**src/rtl/sw_adapt_pkg.sv**
```systemverilog
package sw_adapt_pkg;

  localparam int WORD_W = 32;
  localparam int BYTE_W = 8;
  localparam int NBYTES = WORD_W / BYTE_W;
  localparam int LANE_W = $clog2(NBYTES);
  localparam int SHIFT_W = LANE_W + $clog2(BYTE_W);

  typedef enum logic [1:0] {
    CLS_UNMAPPED = 2'd0,
    CLS_PLAIN    = 2'd1,
    CLS_ACTION   = 2'd2,
    CLS_RDONLY   = 2'd3
  } reg_class_e;

  // bit shift for a byte lane
  function automatic logic [SHIFT_W-1:0] lane_shift(input logic [LANE_W-1:0] lane);
    return SHIFT_W'(lane) * SHIFT_W'(BYTE_W);
  endfunction

  // keep only the bits an access of this width carries
  function automatic logic [WORD_W-1:0] trim_to_size(input logic [WORD_W-1:0] d,
                                                     input logic [1:0] size);
    logic [WORD_W-1:0] r;
    if (size[1])       r = d;
    else if (size[0])  r = {{(WORD_W-2*BYTE_W){1'b0}}, d[2*BYTE_W-1:0]};
    else               r = {{(WORD_W-BYTE_W){1'b0}}, d[BYTE_W-1:0]};
    return r;
  endfunction

  // run of clr_bits ones moved up to the lane, cut to the word
  function automatic logic [WORD_W-1:0] clear_mask(input logic [LANE_W-1:0] lane,
                                                   input int clr_bits);
    logic [2*WORD_W-1:0] m;
    m = ((2*WORD_W)'(1) << clr_bits) - (2*WORD_W)'(1);
    m = m << lane_shift(lane);
    return m[WORD_W-1:0];
  endfunction

  function automatic logic [WORD_W-1:0] lane_down(input logic [WORD_W-1:0] w,
                                                  input logic [LANE_W-1:0] lane);
    return w >> lane_shift(lane);
  endfunction

  // word offset to register class
  function automatic reg_class_e classify(input logic [31:0] off);
    reg_class_e c;
    case (off)
      32'h00, 32'h14, 32'h38:
        c = CLS_RDONLY;
      32'h18, 32'h28, 32'h60, 32'h64, 32'h70, 32'h74,
      32'h80, 32'h84, 32'h90, 32'h94:
        c = CLS_ACTION;
      32'h10, 32'h1C, 32'h20, 32'h2C, 32'h30, 32'h34, 32'h3C,
      32'h40, 32'h44, 32'h48, 32'h4C, 32'h50, 32'h54:
        c = CLS_PLAIN;
      default:
        c = CLS_UNMAPPED;
    endcase
    return c;
  endfunction

endpackage

```
**src/rtl/sw_class_decode.sv**
```systemverilog
module sw_class_decode
  import sw_adapt_pkg::*;
#(
  parameter int AW = 12
) (
  input  logic [AW-1:0]  addr,
  output reg_class_e     cls,
  output logic [AW-1:0]  word_addr
);

  assign word_addr = {addr[AW-1:LANE_W], {LANE_W{1'b0}}};
  assign cls       = classify(32'(word_addr));

endmodule

```
**src/rtl/sw_lane_path.sv**
```systemverilog
module sw_lane_path
  import sw_adapt_pkg::*;
#(
  parameter int CLR_BITS = 16
) (
  input  logic [1:0]        size,
  input  logic [LANE_W-1:0] lane,
  input  logic [WORD_W-1:0] wdata,
  input  logic [WORD_W-1:0] cur_word,
  output logic [WORD_W-1:0] rd_lane,
  output logic [WORD_W-1:0] ins_word,
  output logic [WORD_W-1:0] merged_word
);

  logic [LANE_W-1:0] eff_lane;
  logic [WORD_W-1:0] clr;

  // word accesses ignore the low address bits
  assign eff_lane = size[1] ? '0 : lane;
  assign clr      = clear_mask(eff_lane, CLR_BITS);
  assign ins_word = trim_to_size(wdata, size) << lane_shift(eff_lane);
  assign rd_lane  = lane_down(cur_word, eff_lane);

  for (genvar b = 0; b < NBYTES; b++) begin : g_byte
    assign merged_word[b*BYTE_W +: BYTE_W] =
      (cur_word[b*BYTE_W +: BYTE_W] & ~clr[b*BYTE_W +: BYTE_W]) |
      ins_word[b*BYTE_W +: BYTE_W];
  end

endmodule

```
**src/rtl/sw_seq_ctrl.sv**
```systemverilog
module sw_seq_ctrl
  import sw_adapt_pkg::*;
(
  input  logic              clk,
  input  logic              rst_n,
  input  logic              up_valid,
  input  logic              up_write,
  input  logic              is_word,
  input  reg_class_e        cls,
  input  logic [WORD_W-1:0] up_wdata,
  input  logic [WORD_W-1:0] rd_lane,
  input  logic [WORD_W-1:0] ins_word,
  input  logic [WORD_W-1:0] merged_word,
  output logic              up_ready,
  output logic              up_rvalid,
  output logic [WORD_W-1:0] up_rdata,
  output logic              up_err,
  output logic              dn_rd,
  output logic              dn_wr,
  output logic [WORD_W-1:0] dn_wdata
);

  typedef enum logic {S_IDLE = 1'b0, S_MERGE = 1'b1} state_e;

  state_e            state_q, state_d;
  logic [WORD_W-1:0] hold_q, rdata_q;
  logic              rvalid_q, err_q;

  // named events for the checks
  logic idle, ev_read, ev_wr_unmapped, ev_wr_ro_narrow, ev_wr_action_narrow;
  logic ev_rmw_start, ev_wr_pass;

  assign idle                = (state_q == S_IDLE);
  assign ev_read             = idle && up_valid && !up_write;
  assign ev_wr_unmapped      = idle && up_valid && up_write && (cls == CLS_UNMAPPED);
  assign ev_wr_ro_narrow     = idle && up_valid && up_write && (cls == CLS_RDONLY) && !is_word;
  assign ev_wr_action_narrow = idle && up_valid && up_write && (cls == CLS_ACTION) && !is_word;
  assign ev_rmw_start        = idle && up_valid && up_write && (cls == CLS_PLAIN) && !is_word;
  assign ev_wr_pass          = idle && up_valid && up_write && (cls != CLS_UNMAPPED) &&
                               (is_word || cls == CLS_ACTION);

  always_comb begin
    state_d  = state_q;
    up_ready = 1'b1;
    dn_rd    = 1'b0;
    dn_wr    = 1'b0;
    dn_wdata = ins_word;
    if (!idle) begin
      dn_wr    = 1'b1;
      dn_wdata = hold_q;
      state_d  = S_IDLE;
    end else if (ev_read) begin
      dn_rd = 1'b1;
    end else if (ev_rmw_start) begin
      dn_rd    = 1'b1;
      up_ready = 1'b0;
      state_d  = S_MERGE;
    end else if (ev_wr_pass) begin
      dn_wr = 1'b1;
    end
  end

  always_ff @(posedge clk or negedge rst_n) begin
    if (!rst_n) begin
      state_q  <= S_IDLE;
      hold_q   <= '0;
      rdata_q  <= '0;
      rvalid_q <= 1'b0;
      err_q    <= 1'b0;
    end else begin
      state_q  <= state_d;
      rvalid_q <= ev_read;
      err_q    <= ev_wr_unmapped;
      if (ev_read)      rdata_q <= rd_lane;
      if (ev_rmw_start) hold_q  <= merged_word;
    end
  end

  assign up_rvalid = rvalid_q;
  assign up_rdata  = rdata_q;
  assign up_err    = err_q;

  p_read_single_r1: assert property (@(posedge clk) disable iff (!rst_n)
    ev_read |-> (dn_rd && !dn_wr && up_ready));

  p_rmw_write_next_r2: assert property (@(posedge clk) disable iff (!rst_n)
    ev_rmw_start |=> (dn_wr && !dn_rd && up_ready));

  p_action_one_write_r4: assert property (@(posedge clk) disable iff (!rst_n)
    ev_wr_action_narrow |-> (dn_wr && !dn_rd && up_ready && $countones(dn_wdata) <= 16));

  p_ro_dropped_r5: assert property (@(posedge clk) disable iff (!rst_n)
    ev_wr_ro_narrow |-> (!dn_wr && !dn_rd && up_ready));

  p_word_unchanged_r6: assert property (@(posedge clk) disable iff (!rst_n)
    (idle && dn_wr && is_word) |-> (dn_wdata == up_wdata));

  p_unmapped_dropped_r7: assert property (@(posedge clk) disable iff (!rst_n)
    ev_wr_unmapped |-> (!dn_wr && !dn_rd && up_ready));

  p_resp_exclusive_r7: assert property (@(posedge clk) disable iff (!rst_n)
    !(up_err && up_rvalid));

  p_ready_one_low_r8: assert property (@(posedge clk) disable iff (!rst_n)
    !up_ready |=> up_ready);

  p_idle_quiet_r9: assert property (@(posedge clk) disable iff (!rst_n)
    (idle && !up_valid) |-> (!dn_rd && !dn_wr && up_ready));

endmodule

```
**src/rtl/subword_bridge.sv**
```systemverilog
module subword_bridge
  import sw_adapt_pkg::*;
#(
  parameter int AW       = 12,
  parameter int CLR_BITS = 16
) (
  input  logic              clk,
  input  logic              rst_n,
  input  logic              up_valid,
  output logic              up_ready,
  input  logic              up_write,
  input  logic [1:0]        up_size,
  input  logic [AW-1:0]     up_addr,
  input  logic [WORD_W-1:0] up_wdata,
  output logic              up_rvalid,
  output logic [WORD_W-1:0] up_rdata,
  output logic              up_err,
  output logic              dn_rd,
  output logic              dn_wr,
  output logic [AW-1:0]     dn_addr,
  output logic [WORD_W-1:0] dn_wdata,
  input  logic [WORD_W-1:0] dn_rdata
);

  reg_class_e        cls;
  logic [WORD_W-1:0] rd_lane, ins_word, merged_word;

  sw_class_decode #(.AW(AW)) u_decode (
    .addr      (up_addr),
    .cls       (cls),
    .word_addr (dn_addr)
  );

  sw_lane_path #(.CLR_BITS(CLR_BITS)) u_lanes (
    .size        (up_size),
    .lane        (up_addr[LANE_W-1:0]),
    .wdata       (up_wdata),
    .cur_word    (dn_rdata),
    .rd_lane     (rd_lane),
    .ins_word    (ins_word),
    .merged_word (merged_word)
  );

  sw_seq_ctrl u_ctrl (
    .clk         (clk),
    .rst_n       (rst_n),
    .up_valid    (up_valid),
    .up_write    (up_write),
    .is_word     (up_size[1]),
    .cls         (cls),
    .up_wdata    (up_wdata),
    .rd_lane     (rd_lane),
    .ins_word    (ins_word),
    .merged_word (merged_word),
    .up_ready    (up_ready),
    .up_rvalid   (up_rvalid),
    .up_rdata    (up_rdata),
    .up_err      (up_err),
    .dn_rd       (dn_rd),
    .dn_wr       (dn_wr),
    .dn_wdata    (dn_wdata)
  );

endmodule

```
**config.mk**
```make
export PLATFORM = sky130hd
export DESIGN_NAME = subword_bridge
export DESIGN_NICKNAME = d
export VERILOG_FILES = /design/src/rtl/sw_adapt_pkg.sv /design/src/rtl/sw_class_decode.sv /design/src/rtl/sw_lane_path.sv /design/src/rtl/sw_seq_ctrl.sv /design/src/rtl/subword_bridge.sv
export SDC_FILE = /design/constraint.sdc
export NUM_CORES = 1
export LEC_CHECK = 0
export BUFFER_PORTS_ARGS = -buffer_cell sky130_fd_sc_hd__buf_4
export CAP_MARGIN = 40
export CORE_ASPECT_RATIO = 1.2
export CORE_UTILIZATION = 40
export CTS_CLUSTER_DIAMETER = 40
export CTS_CLUSTER_SIZE = 25
export DETAILED_ROUTE_END_ITERATION = 12
export HOLD_SLACK_MARGIN = 0.02
export PLACE_DENSITY_LB_ADDON = 0.08
export SLEW_MARGIN = 15
export SYNTH_ARGS = -nofsm -noshare
export SYNTH_HDL_FRONTEND = slang
export SYNTH_SLANG_ARGS = --single-unit
```
**constraint.sdc**
```tcl
create_clock -name clk -period 2.7 [get_ports clk]
set_input_delay 0.54 -clock clk [delete_from_list [all_inputs] [get_ports clk]]
set_output_delay 0.54 -clock clk [all_outputs]
set_load 0.005 [all_outputs]
```
Yosys cells after proc, flatten, opt, wreduce, memory -nomap -nowiden
Cells that the tools add are included.
W data, S select, Z words.
{"block": "op_classes", "eq_ne": 27, "n_shift": 3, "n_mux": 17, "bitwise_logic": 13, "n_reduce_logical": 17}
{"op": "$eq A10 B5 Y1 const B", "n": 10}
{"op": "$eq A10 B4 Y1 const B", "n": 7}
{"op": "$mux W32", "n": 2}
{"op": "$eq A10 B3 Y1 const B", "n": 4}
{"op": "$eq A10 B6 Y1 const B", "n": 4}
{"op": "$and A8 B8 Y8", "n": 4}
{"op": "$not A8 Y8", "n": 4}
{"op": "$or A8 B8 Y8", "n": 4}
{"op": "$shl A16 B5 Y32 const A", "n": 1}
{"op": "$shl A32 B5 Y32", "n": 1}
{"op": "$shr A32 B5 Y32", "n": 1}
{"op": "$mux W16", "n": 1}
{"op": "$reduce_or A13 Y1", "n": 1}
{"op": "$logic_not A12 Y1", "n": 1}
{"op": "$mux W1", "n": 12}
{"op": "$reduce_or A10 Y1", "n": 1}
{"op": "$logic_and A1 B1 Y1", "n": 8}
{"op": "$pmux W2 S3", "n": 1}
{"op": "$reduce_or A3 Y1", "n": 1}
{"op": "$eq A2 B1 Y1 const B", "n": 1}
{"op": "$eq A2 B2 Y1 const B", "n": 1}
{"op": "$logic_not A1 Y1", "n": 2}
{"op": "$logic_not A2 Y1", "n": 1}
{"op": "$mux W2", "n": 1}
{"op": "other kinds (3)", "n": 3}
{"block": "word_totals", "register_bits": 67, "in_bits": 82, "output_inout_bits": 81, "elab_cells": 82}

Depth between registers and ports, before layout
Gate-level depths: netlist of run 1.
{"block": "depth", "word_depth": 10, "ltp_mapped": 8, "mapped_depth_nobuf": 7}

Modules after synthesis
From an unflattened synthesis of run 1, not the netlist that was laid out.
{"block": "hier_totals", "cells_unflattened": 467, "hier_area_um2": 4730.8}
{"module": "sw_seq_ctrl", "n_inst": 1, "cells_each": 182, "area_each_um2": 3007.9, "seq_area_each_um2": 1676.6}
{"module": "sw_lane_path", "n_inst": 1, "cells_each": 255, "area_each_um2": 1525.2, "seq_area_each_um2": 0.0}
{"module": "sw_class_decode", "n_inst": 1, "cells_each": 30, "area_each_um2": 197.7, "seq_area_each_um2": 0.0}

Worst setup path after synthesis of run 1
OpenSTA, ideal clock, no wires.
{"block": "synth_path", "kind": "input-to-output", "start": "input port up_addr[9]", "end": "output port dn_rd", "arrival_time_ps": 1929, "t_required_ps": 2160, "path_slack_ps": 231, "path_stages": 5, "n_path_buf": 0, "cell_sequence": "or4_4 > nor2_2 > o31ai_1 > or4_4 > nand2_1"}
{"block": "synth_via", "elab_chain_len": 9, "elab_cells_between_ends": 36, "cone_classes": "eq/ne (26); mux (4); reduce/logical (6)"}
{"element": "start: declaration", "line_no": "subword_bridge.sv:13", "text": "input logic [AW-1:0] up_addr,"}
{"element": "$eq A10 B3 Y1, or another cell as far along", "line_no": "sw_adapt_pkg.sv:48", "text": "case (off)"}
{"element": "$reduce_or A13 Y1, or another cell as far along", "line_no": "sw_adapt_pkg.sv:48"}
{"element": "$pmux W2 S3 (*)", "line_no": "sw_adapt_pkg.sv:48"}
{"element": "$eq A2 B1 Y1 (*)", "line_no": "sw_seq_ctrl.sv:38", "text": "assign ev_rmw_start = idle && up_valid && up_write && (cls == CLS_PLAIN) && !is_word;"}
{"element": "$logic_and A1 B1 Y1 (*) (2 in a row)", "line_no": "sw_seq_ctrl.sv:38"}
{"element": "$mux W1 (*)", "line_no": "sw_seq_ctrl.sv:54", "text": "end else if (ev_rmw_start) begin"}
{"element": "$mux W1 (*)", "line_no": "sw_seq_ctrl.sv:52", "text": "end else if (ev_read) begin"}
{"element": "$mux W1 (*)", "line_no": "sw_seq_ctrl.sv:48", "text": "if (!idle) begin"}
{"element": "end: declaration", "line_no": "subword_bridge.sv:18", "text": "output logic dn_rd,"}
Every way passes the cells marked *; elsewhere a longest branch is shown, timed or not.

Worst setup path after layout of run 1
{"block": "layout_path", "start": "input port up_addr[10]", "end": "output port dn_rd"}
Same word-level chain as after synthesis.

==> results of run 1 <==
[stage by stage]
stage | area, um^2 | hold slack (ns) | setup slack (ns) | power, mW
after global placement | 5470 | 0.464 | -0.0609 | 1.86
after global routing | 5860 | 0.138 | -0.0407 | 3.25
after floorplan | 4210 | 0.244 | 0.231 | 1.45
final | 5860 | 0.113 | -0.00137 | 3.09
after CTS | 5840 | 0.119 | 0.0125 | 3.11
after detailed placement | 5500 | 0.470 | -0.0752 | 1.87
[area by class of cell]
class	count	share of cell area (%)
inverters	23	1.69
repair buffers	183	24.1
well taps	126	2.69
multi-input cells	351	37.6
clock buffers	11	4.32
flip-flops and latches	67	28.6
clock inverters	5	1.03
[worst max-delay path by stage]
stage	slack, ns	end	cells after the start
2_1_floorplan	0.23	dn_rd	5
3_3_place_gp	-0.06	dn_rd	7
3_5_place_dp	-0.08	u_ctrl.hold_q[0]	8
4_1_cts	0.01	up_ready	7
5_1_grt	-0.04	dn_rd	7
6_report	-0.001	dn_rd	7
[cells in the mapped netlist, drive strengths merged, types with 2 or more instances]
| library cell | number | area [um^2] |
|---|---|---|
| nand2 | 88 | 330 |
| o21ai | 68 | 340 |
| dfrtp | 67 | 1680 |
| nor2 | 38 | 145 |
| a21oi | 33 | 165 |
| mux2 | 32 | 469 |
| clkbuf | 25 | 93.8 |
| inv | 21 | 78.8 |
| buf | 18 | 161 |
| o211ai | 16 | 120 |
| mux2i | 9 | 90.1 |
| o31ai | 9 | 67.6 |
| a22o | 8 | 70.1 |
| a22oi | 8 | 60.1 |
| o21a | 8 | 60.1 |
| a222oi | 7 | 70.1 |
| nand3 | 4 | 20.0 |
| nand2b | 3 | 18.8 |
| clkinv | 2 | 20.0 |
| or4 | 2 | 22.5 |
[power by group through the flow]
| stage | clock, mW | combinational [mW] | sequential, mW |
|---|---|---|---|
| 3_3_place_gp | 0 | 0.700 | 1.16 |
| 5_1_grt | 1.31 | 0.785 | 1.15 |
| 4_1_cts | 1.24 | 0.715 | 1.15 |
| 6_report | 1.23 | 0.715 | 1.15 |
| 3_5_place_dp | 0 | 0.711 | 1.16 |
| 2_1_floorplan | 0 | 0.293 | 1.16 |
[cell families (layout without fill, tap and decap cells)]
kind of cell             after synthesis  after routing  share of synthesized area, %
multiplexers                          41             41                          13.3
XOR/XNOR                               2              2                         0.417
other                                  1              2                        0.0892
buffers and inverters                 66            222                          8.43
adder cells (fa/ha/maj)                1              1                         0.298
flip-flops                            67             67                          39.9
AO/OA/AOI/OAI                        162            162                          23.5
AND/OR/NAND/NOR                      143            143                          14.0
[per-layer routing]
| layer | GRT usage, % | routed length, um | vias up |
|---|---|---|---|
| met4 | 7.76 | 287 | 0 |
| met1 | 38.8 | 6230 | 2023 |
| li1 | - | - | 1993 |
| met5 | 0 | 0 | - |
| met2 | 41.4 | 6770 | 182 |
| met3 | 4.18 | 973 | 18 |
[flip-flops by register name (all words and copies together), names as in the netlist]
name,count
u_ctrl.state_q,1
u_ctrl.hold_q,32
u_ctrl.up_err,1
u_ctrl.up_rvalid,1
u_ctrl.up_rdata,32
[what timing repair did]
item,CTS,global route
setup endpoints to repair,2,9
pin swaps,3,0
buffers inserted,3,0
gates resized for setup,3,3
hold buffers,0,0
==> flow_summary.ini, run 1 <==
[run_status]
outcome = complete, but fails checks
violations_in_the_final_reports = setup timing

[logic_synthesis]
async_flop_share_pct = 100
yosysUniqueCellTypes = 43
synthesis.instances = 483
ys_warn_count = 0
synth_enable_flop_cells = 0
synth_area_per_cell_um2 = 8.70
synth_seq_cells = 67
syn-cell-area_um2 = 4200
synth_ff_type = dfrtp_1
yosysSeqAreaShare_pct = 39.9

[global_route]
global_route_wire_length_before_repair_um = 21600
grt_antenna_before_repair = 0
grt_start_max_net_pins = 50
first_global_vias = 3882
remaining_global_route_overflow = 0
globalRouteTotalUtil_pct = 26.8

[setup_path]
r2r_start = u_ctrl.state_q
worst_path_max_stage_delay_ns = 0.54
ordered_list_of_cells_on_the_worst_path = buf_4 -> or4_4 -> nor2_4 -> o31ai_2 -> or4_4 -> nand2_2 -> buf_4
worstSetupStartpoint = up_addr[10]
critical_r2r_capture = u_ctrl.hold_q[0]
critical_path_arrival_ns = 2.16
cp-end-kind = primary output
critPathRequiredTime_ns = 2.16
combined_buffer_and_inverter_count_along_the_critical_path = 2
top_fanout_value_on_the_critical_path = 2
crit_path_top_delay_cell = or4_4
reg2reg_slack_ns = 0.39
worst_setup_path_start_kind = input pin
path_delay_family = simple AND/OR/NAND/NOR gates
worstSetupPathType = in -> out
reg2regPathDepth = 6

[drt]
vias = 4216
pre_antenna_drt_iters = 6
detail-route-antenna-nets = 0
drt_drc_violations_left = 0
drtIter0Drc = 325
final_routed_wirelength_um = 14300
route.detailed.vias_per_inst = 5.50
route.detailed.wl_per_inst_um = 18.6

[clock_tree]
tritoncts = done
root_buffer = clkbuf_16
cts_made_buffers = 9
cts.reportedPaths.clkPinSlew_ns = 0.06
clock_sink_count = 67
cts-root-to-sink-buffers = 2
worst_skew_pair.late_latency_ns = 0.33
clock_tree.htree_level_count = 3

[floorplanning]
core_area_um2 = 10100
floorplan.rows = 40
overall_die_area_um2 = 10900
floorplan.initialDensity_pct = 41.6
die_width_um = 95.6
die_y_um = 114
top_level_ports = 163

[cells_and_area]
utilization_pct = 57.9
final_net_count = 718
final_layout_size_suffix_gt1_share_pct = 37.8
final_common_cell = buf_4
most-common-layout-cells = 180 x buf_4, 87 x nand2_1, 68 x o21ai_0, 67 x dfrtp_1, 35 x nor2_1
filler_cell_count = 957
area_of_the_multi_input_gates_um2 = 2200
seqCellArea_um2 = 1680
diodes = 0
area_added_between_synthesis_and_finish_pct = 39.4
stdcell_count = 766

[sta]
finalMaxSlewViolations = 0
relSlewSlack_pct = 61.4
timing.fmax_ghz = 0.370
timing.final.crit_share_pct = 100
fin_crit_ns = 2.70
timing.final.hold_violations = 0
finalClockSkew_ns = 0.00459
setup_ws_ns = -0.00137
setup_repair_after_global_routing_missed_its_margin = yes
setup_total_negative_slack_ns = -0.00137
setup-violations-final = 1
tightestPinTransition_ns = 0.579

[pwr]
share_seq_of_total_power_pct = 37.1
power.clock.fraction_pct = 39.7
net-switching-power_mw = 0.854
cellPowerDensity_nw_per_um2 = 527
worst_voltage_drop_across_the_vdd_grid_mv = 0.348
internal_power_mw = 2.23
combPwrFrac_pct = 23.1
swShare_pct = 27.7
power_leakage_nw = 2.91

[placement]
placed_cells_incl_taps = 747
detailed_place_hpwl_um = 10900
place_congestion = 0.845
buffer_ports.inserted = 160

[job]
timing.max_cap.violations = 0

[min_path]
worstHoldPathType = in -> async
(Power assumes the default switching activity.)
==> inputs of run 2 (changes only) <==
--- a/config.mk
+++ b/config.mk
@@ -7,10 +7,12 @@
 export LEC_CHECK = 0
 export BUFFER_PORTS_ARGS = -buffer_cell sky130_fd_sc_hd__buf_4
 export CAP_MARGIN = 40
+export CELL_PAD_IN_SITES_DETAIL_PLACEMENT = 0
+export CELL_PAD_IN_SITES_GLOBAL_PLACEMENT = 1
 export CORE_ASPECT_RATIO = 1.2
-export CORE_UTILIZATION = 40
+export CORE_UTILIZATION = 36
 export CTS_CLUSTER_DIAMETER = 40
-export CTS_CLUSTER_SIZE = 25
+export CTS_CLUSTER_SIZE = 12
 export DETAILED_ROUTE_END_ITERATION = 12
 export HOLD_SLACK_MARGIN = 0.02
 export PLACE_DENSITY_LB_ADDON = 0.08
==> run 2 against run 1 <==
Against the previous run: the flow now finishes without violations; flip-flop and latch count unchanged; sequential power about the same; maximum frequency is 1.9% higher; combinational power is 3% lower; cell count increased by 2.3%; clock-buffer cell count is 1 lower; final area decreased by 1.1%; via count is 1.7% lower; clock power grew 5%; largest cell class unchanged; highest routed layer unchanged.
==> flow_summary.ini, run 2 (synthesis gave the netlist of run 1 again) <==
[placement]
placement.setup.worst_slack_ns = -0.0319
place_congestion = 0.855
buffer_ports.inserted = 160
dpl_cell_area_um2 = 5450
placed_cells_incl_taps = 767
detailed_place_hpwl_um = 11100

[global_route]
grt_start_max_net_pins = 42
global_route_wire_length_before_repair_um = 22000
first_global_vias = 3941
grt_antenna_before_repair = 0
remaining_global_route_overflow = 0
globalRouteTotalUtil_pct = 24.6

[setup_path]
cp-end-kind = primary output
reg2regPathDepth = 5
critical_path.endpoint = dn_rd
critPathRequiredTime_ns = 2.16
critical_path_arrival_ns = 2.11
worstSetupStartpoint = up_addr[9]
combined_buffer_and_inverter_count_along_the_critical_path = 2
top_fanout_value_on_the_critical_path = 3
crit_path_top_delay_cell = or4_4
worstSetupPathType = in -> out
critical_r2r_capture = u_ctrl.hold_q[1]
worst_setup_path_start_kind = input pin
path_delay_family = simple AND/OR/NAND/NOR gates
ordered_list_of_cells_on_the_worst_path = buf_4 -> or4_4 -> nor2_2 -> o31ai_1 -> or4_4 -> nand2_2 -> buf_4
worst_path_max_stage_delay_ns = 0.58
reg2reg_slack_ns = 0.53
logic_depth_of_the_worst_setup_path_including_buffers = 7
r2r_start = u_ctrl.state_q

[cells_and_area]
final_common_cell = buf_4
area_added_between_synthesis_and_finish_pct = 37.8
final_net_count = 708
final_layout_size_suffix_gt1_share_pct = 36.5
utilization_pct = 51.7
most-common-layout-cells = 172 x buf_4, 87 x nand2_1, 68 x o21ai_0, 67 x dfrtp_1, 36 x nor2_1
diodes = 0
design_area_um2 = 5790
stdcell_count = 784

[sta]
setup-violations-final = 0
fin_crit_ns = 2.65
setup_total_negative_slack_ns = 0
tightestPinTransition_ns = 0.802
setup_repair_after_global_routing_missed_its_margin = yes
timing.fmax_ghz = 0.377
timing.final.hold_violations = 0
finalClockSkew_ns = 0.00647
timing.final.crit_share_pct = 98.2
timing.hold.ws_ns = 0.133
finalMaxSlewViolations = 0
setup_ws_ns = 0.0487
relSlewSlack_pct = 46.5

[drt]
drtIter0Drc = 312
route.detailed.vias_per_inst = 5.29
pre_antenna_drt_iters = 6
detail-route-antenna-nets = 0
vias = 4145
route.detailed.wl_per_inst_um = 18.6
final_routed_wirelength_um = 14600
drt_drc_violations_left = 0

[clock_tree]
tritoncts = done
cts-root-to-sink-buffers = 2
cts.reportedPaths.clkPinSlew_ns = 0.06
worst_skew_pair.late_latency_ns = 0.34
root_buffer = clkbuf_16
clock_tree.htree_level_count = 3
post_cts_hold_buffer_count = 0
clock_sink_count = 67
cts_made_buffers = 9

[job]
timing.max_cap.violations = 0

[floorplanning]
core_area_um2 = 11200
top_level_ports = 163
die_y_um = 120
overall_die_area_um2 = 12100
floorplan.rows = 42
floorplan.initialDensity_pct = 37.5
die_width_um = 101

[pwr]
combPwrFrac_pct = 22.3
cellPowerDensity_nw_per_um2 = 541
total_power_mw = 3.13
internal_power_mw = 2.29
share_seq_of_total_power_pct = 36.6
power.clock.fraction_pct = 41.2
swShare_pct = 27.0
power_leakage_nw = 2.86
net-switching-power_mw = 0.845
worst_voltage_drop_across_the_vdd_grid_mv = 0.244

[min_path]
worstHoldPathType = in -> async

[run_status]
outcome = finished clean
-- run 2: cell types whose count changed in the layout (fill, tap and decap cells not counted), sizes merged --
cell	previous run	this run
inv	22	21
clkinvlp	1	2
buf	183	173
bufinv	1	2
clkbuf	11	10
-- run 2: how the worst min path moves through the flow --
| stage | from | to | slack, ns | cells past startpoint |
|---|---|---|---|---|
| after floorplan | rst_n | u_ctrl.hold_q[0] | 0.24 | 0 |
| after CTS | rst_n | u_ctrl.up_rdata[24] | 0.15 | 1 |
| final | rst_n | u_ctrl.up_rdata[24] | 0.13 | 1 |
| after global routing | rst_n | u_ctrl.up_rdata[24] | 0.17 | 1 |
| after detailed placement | u_ctrl.up_rdata[6] | u_ctrl.up_rdata[6] | 0.48 | 2 |
| after global placement | u_ctrl.up_rdata[20] | u_ctrl.up_rdata[20] | 0.47 | 2 |
-- run 2: timing repair --
action	CTS	global route
buffers inserted	0	1
endpoints found under the setup margin	1	1
hold endpoints to repair	0	0
gates resized for setup	0	1
pin swaps	1	2
gates cloned	0	0
-- run 2: power by group through the flow --
| stage | clock network [mW] | registers (mW) | logic [mW] |
|---|---|---|---|
| 6_report | 1.29 | 1.15 | 0.697 |
| 5_1_grt | 1.35 | 1.16 | 0.763 |
| 4_1_cts | 1.31 | 1.15 | 0.702 |
| 3_5_place_dp | 0 | 1.16 | 0.700 |
| 3_3_place_gp | 0 | 1.16 | 0.692 |
| 2_1_floorplan | 0 | 1.16 | 0.293 |
-- run 2: worst reg2reg max path, delay by kind of cell (launching register included) --
family / cells / cell delay [ns]
AND/OR/NAND/NOR: 2 / 0.90
multiplexers: 1 / 0.37
buffers and inverters: 2 / 0.37
flip-flops: 1 / 0.40
-- run 2: layout make-up --
cell class	instances	area, um^2
Multi-Input combinational cell	351	2180
Sequential cell	67	1680
Clock buffer	10	239
Fill cell	1094	5400
Timing Repair Buffer	173	1310
Inverter	23	98.8
Tap cell	154	193
Clock inverter	6	88.8
-- run 2: layer usage --
metal,part of all wire (%),wire length [um],track usage [%]
met5,0,0,0
met4,2.2,314,8.70
met1,45,6520,33.1
met2,48,6980,40.0
met3,5.1,750,3.76
==> inputs of run 3 (changes only) <==
--- a/config.mk
+++ b/config.mk
@@ -10,13 +10,15 @@
 export CELL_PAD_IN_SITES_DETAIL_PLACEMENT = 0
 export CELL_PAD_IN_SITES_GLOBAL_PLACEMENT = 1
 export CORE_ASPECT_RATIO = 1.2
-export CORE_UTILIZATION = 36
+export CORE_UTILIZATION = 38
 export CTS_CLUSTER_DIAMETER = 40
 export CTS_CLUSTER_SIZE = 12
 export DETAILED_ROUTE_END_ITERATION = 12
+export GPL_TIMING_DRIVEN = 1
 export HOLD_SLACK_MARGIN = 0.02
 export PLACE_DENSITY_LB_ADDON = 0.08
 export SLEW_MARGIN = 15
 export SYNTH_ARGS = -nofsm -noshare
 export SYNTH_HDL_FRONTEND = slang
+export SYNTH_HIERARCHICAL = 1
 export SYNTH_SLANG_ARGS = --single-unit
==> run 3 against run 2 <==
Against the previous run: die area grew 6.5%; synthesized cell count decreased by 3.3%; flip-flop and latch count stayed put; clock-buffer cell count stayed put; highest routed layer unchanged; via count rose by 4.5%; final area grew 9.1%; register-to-register slack better by 0.27 ns; global-route usage about the same; non-clock buffer count up 7; largest cell class unchanged; cell count fell by 0.89%; wire length increased by 8.7%.
==> flow_summary.ini, run 3 <==
[logic_synthesis]
top_count_cell_post_synth = mux2_2
async_flop_share_pct = 100
yosysUniqueCellTypes = 47
yosysSeqAreaShare_pct = 35.4
ys_warn_count = 6
synth_ff_type = dfrtp_1
post_synth_main_area_contributors = dfrtp_1 35%, mux2_2 17%, mux2_4 8.6%
synthesis.instances = 467
synth_enable_flop_cells = 0
synth_area_per_cell_um2 = 10.1
synth_area_leader_cell = dfrtp_1
ys_top_cells_by_count = 70 x mux2_2, 67 x dfrtp_1, 53 x nand2_1
synth_seq_cells = 67
syn-cell-area_um2 = 4730
synth_top_area_share_pct = 35.4

[clock_tree]
cts_made_buffers = 9
tritoncts = done
clock_tree.htree_level_count = 3
root_buffer = clkbuf_16
cts_setup_buffers = 0
worst_skew_pair.late_latency_ns = 0.33
cts-root-to-sink-buffers = 2
cts.reportedPaths.clkPinSlew_ns = 0.06
clock_sink_count = 67

[setup_path]
worstSetupPathType = in -> out
cp-end-kind = primary output
worst_setup_path_start_kind = input pin
critPathRequiredTime_ns = 2.16
top_fanout_value_on_the_critical_path = 3
critical_path_arrival_ns = 2.15

[sta]
setup_repair_after_global_routing_missed_its_margin = yes
timing.fmax_ghz = 0.372
fin_crit_ns = 2.69
setup_ws_ns = 0.0142
finalClockSkew_ns = 0.00295
finalMaxSlewViolations = 0
relSlewSlack_pct = 57.7
timing.final.crit_share_pct = 99.5
setup-violations-final = 0
tightestPinTransition_ns = 0.634
timing.hold.ws_ns = 0.117
setup_total_negative_slack_ns = 0
timing.final.hold_violations = 0

[drt]
route.detailed.vias_per_inst = 5.58
wl_met3_um = 990
vias = 4332
met1_length_um = 6700
drtIter0Drc = 233
wl_met2_um = 7540
detail-route-antenna-nets = 0
drt_drc_violations_left = 0
final_routed_wirelength_um = 15800
topRoutingLayerUsed = met4
pre_antenna_drt_iters = 5
route.detailed.wl_per_inst_um = 20.4

[global_route]
globalRouteTotalUtil_pct = 24.6
grt_antenna_before_repair = 0
grt_start_max_net_pins = 43
global_route_wire_length_before_repair_um = 24300
remaining_global_route_overflow = 0
first_global_vias = 4275

[floorplanning]
floorplan.initialDensity_pct = 39.1
top_level_ports = 163
die_width_um = 104
die_y_um = 124
floorplan.rows = 44
core_area_um2 = 12100
overall_die_area_um2 = 12900

[cells_and_area]
diodes = 0
final_net_count = 693
final_layout_size_suffix_gt1_share_pct = 50.2
seqCellArea_um2 = 1680
most-common-layout-cells = 174 x buf_4, 69 x mux2_2, 67 x dfrtp_1, 53 x nand2_1, 29 x nor2_1
area_of_the_multi_input_gates_um2 = 2730
final_common_cell = buf_4
area_added_between_synthesis_and_finish_pct = 33.6
filler_cell_count = 1174

[pwr]
worst_voltage_drop_across_the_vdd_grid_mv = 0.282
total_power_mw = 3.16
share_seq_of_total_power_pct = 37.3
cellPowerDensity_nw_per_um2 = 500
net-switching-power_mw = 0.912
power_leakage_nw = 3.05
combPwrFrac_pct = 27.0
swShare_pct = 28.9
power.clock.fraction_pct = 35.7
internal_power_mw = 2.25

[min_path]
worstHoldPathType = in -> async

[job]
timing.max_cap.violations = 0

[placement]
buffer_ports.inserted = 160
detailed_place_hpwl_um = 12000
place_congestion = 0.820
placement.setup.worst_slack_ns = -0.166

[run_status]
outcome = finished clean
run 3: changes by cell type after synthesis, sizes merged, moves of 21 or more:
cell    before  now
nand2       88   53
buf         18   44
mux2        32   97
o21ai       68   26
clkbuf      25    4
run 3: kinds of logic after synthesis:
logic type | Yosys count | share of synthesized area, %
AOI/OAI and AO/OA | 122 | 17.5
xor gates and xnor gates | 1 | 0.185
buffers and inverters | 58 | 8.20
DFF | 67 | 35.4
muxes | 105 | 26.9
other | 1 | 0.0793
and+or+nand+nor | 113 | 11.6
run 3: final cells by class:
type | count | area share, %
multi-input combinational | 343 | 43.2
sequential | 67 | 26.5
timing repair buffer | 180 | 22.0
clock buffer | 10 | 3.78
tap | 161 | 3.19
clock inverter | 6 | 0.752
inverter | 10 | 0.594
run 3: worst paths after layout:
check	startpoint	endpoint	slack (ns)	depth (start not counted)
max	up_addr[10]	dn_wr	0.01	6
min	rst_n	u_ctrl/hold_q[19]	0.12	1
max reg2reg	u_ctrl/state_q	u_ctrl/hold_q[22]	0.80	4
min reg2reg	u_ctrl/hold_q[4]	u_ctrl/hold_q[4]	0.51	1
max in group asynchronous	rst_n	u_ctrl/up_rdata[28]	2.03	2
min in group clk	u_ctrl/hold_q[4]	u_ctrl/hold_q[4]	0.51	1
run 3: repair_timing:
item	CTS	global route
hold endpoints to repair	0	0
cloned	0	0
gates resized for setup	7	4
setup endpoints to repair	2	3
pin swaps	3	2
hold buffers	0	0
run 3: power groups by stage:
stage	combinational, mW	sequential (mW)	clock [mW]
2_1_floorplan	0.405	1.19	0
3_3_place_gp	0.835	1.20	0
3_5_place_dp	0.850	1.20	0
4_1_cts	0.856	1.18	1.16
5_1_grt	0.921	1.19	1.20
6_report	0.853	1.18	1.13
run 3: through the flow:
step,cells,cell area (um^2),utilization (%)
3_5_place_dp,761,5990,49.4
6_report,777,6320,52.2
5_1_grt,777,6320,52.2
4_1_cts,777,6300,52.0
3_3_place_gp,760,5960,49.2
2_1_floorplan,468,4750,-
run 3: per-layer routing:
layer  track usage [%]  up-vias
met3              3.62       35
met2              39.1      199
li1                  -     1992
met4              12.0        0
met5                 0        -
met1              32.5     2106
run 3: worst max-delay path, stage by stage:
cell and delay (ns):
buf_6 0.09, or4_4 0.54, a2111oi_4 0.29, mux2_4 0.35, a31o_4 0.22, buf_6 0.11
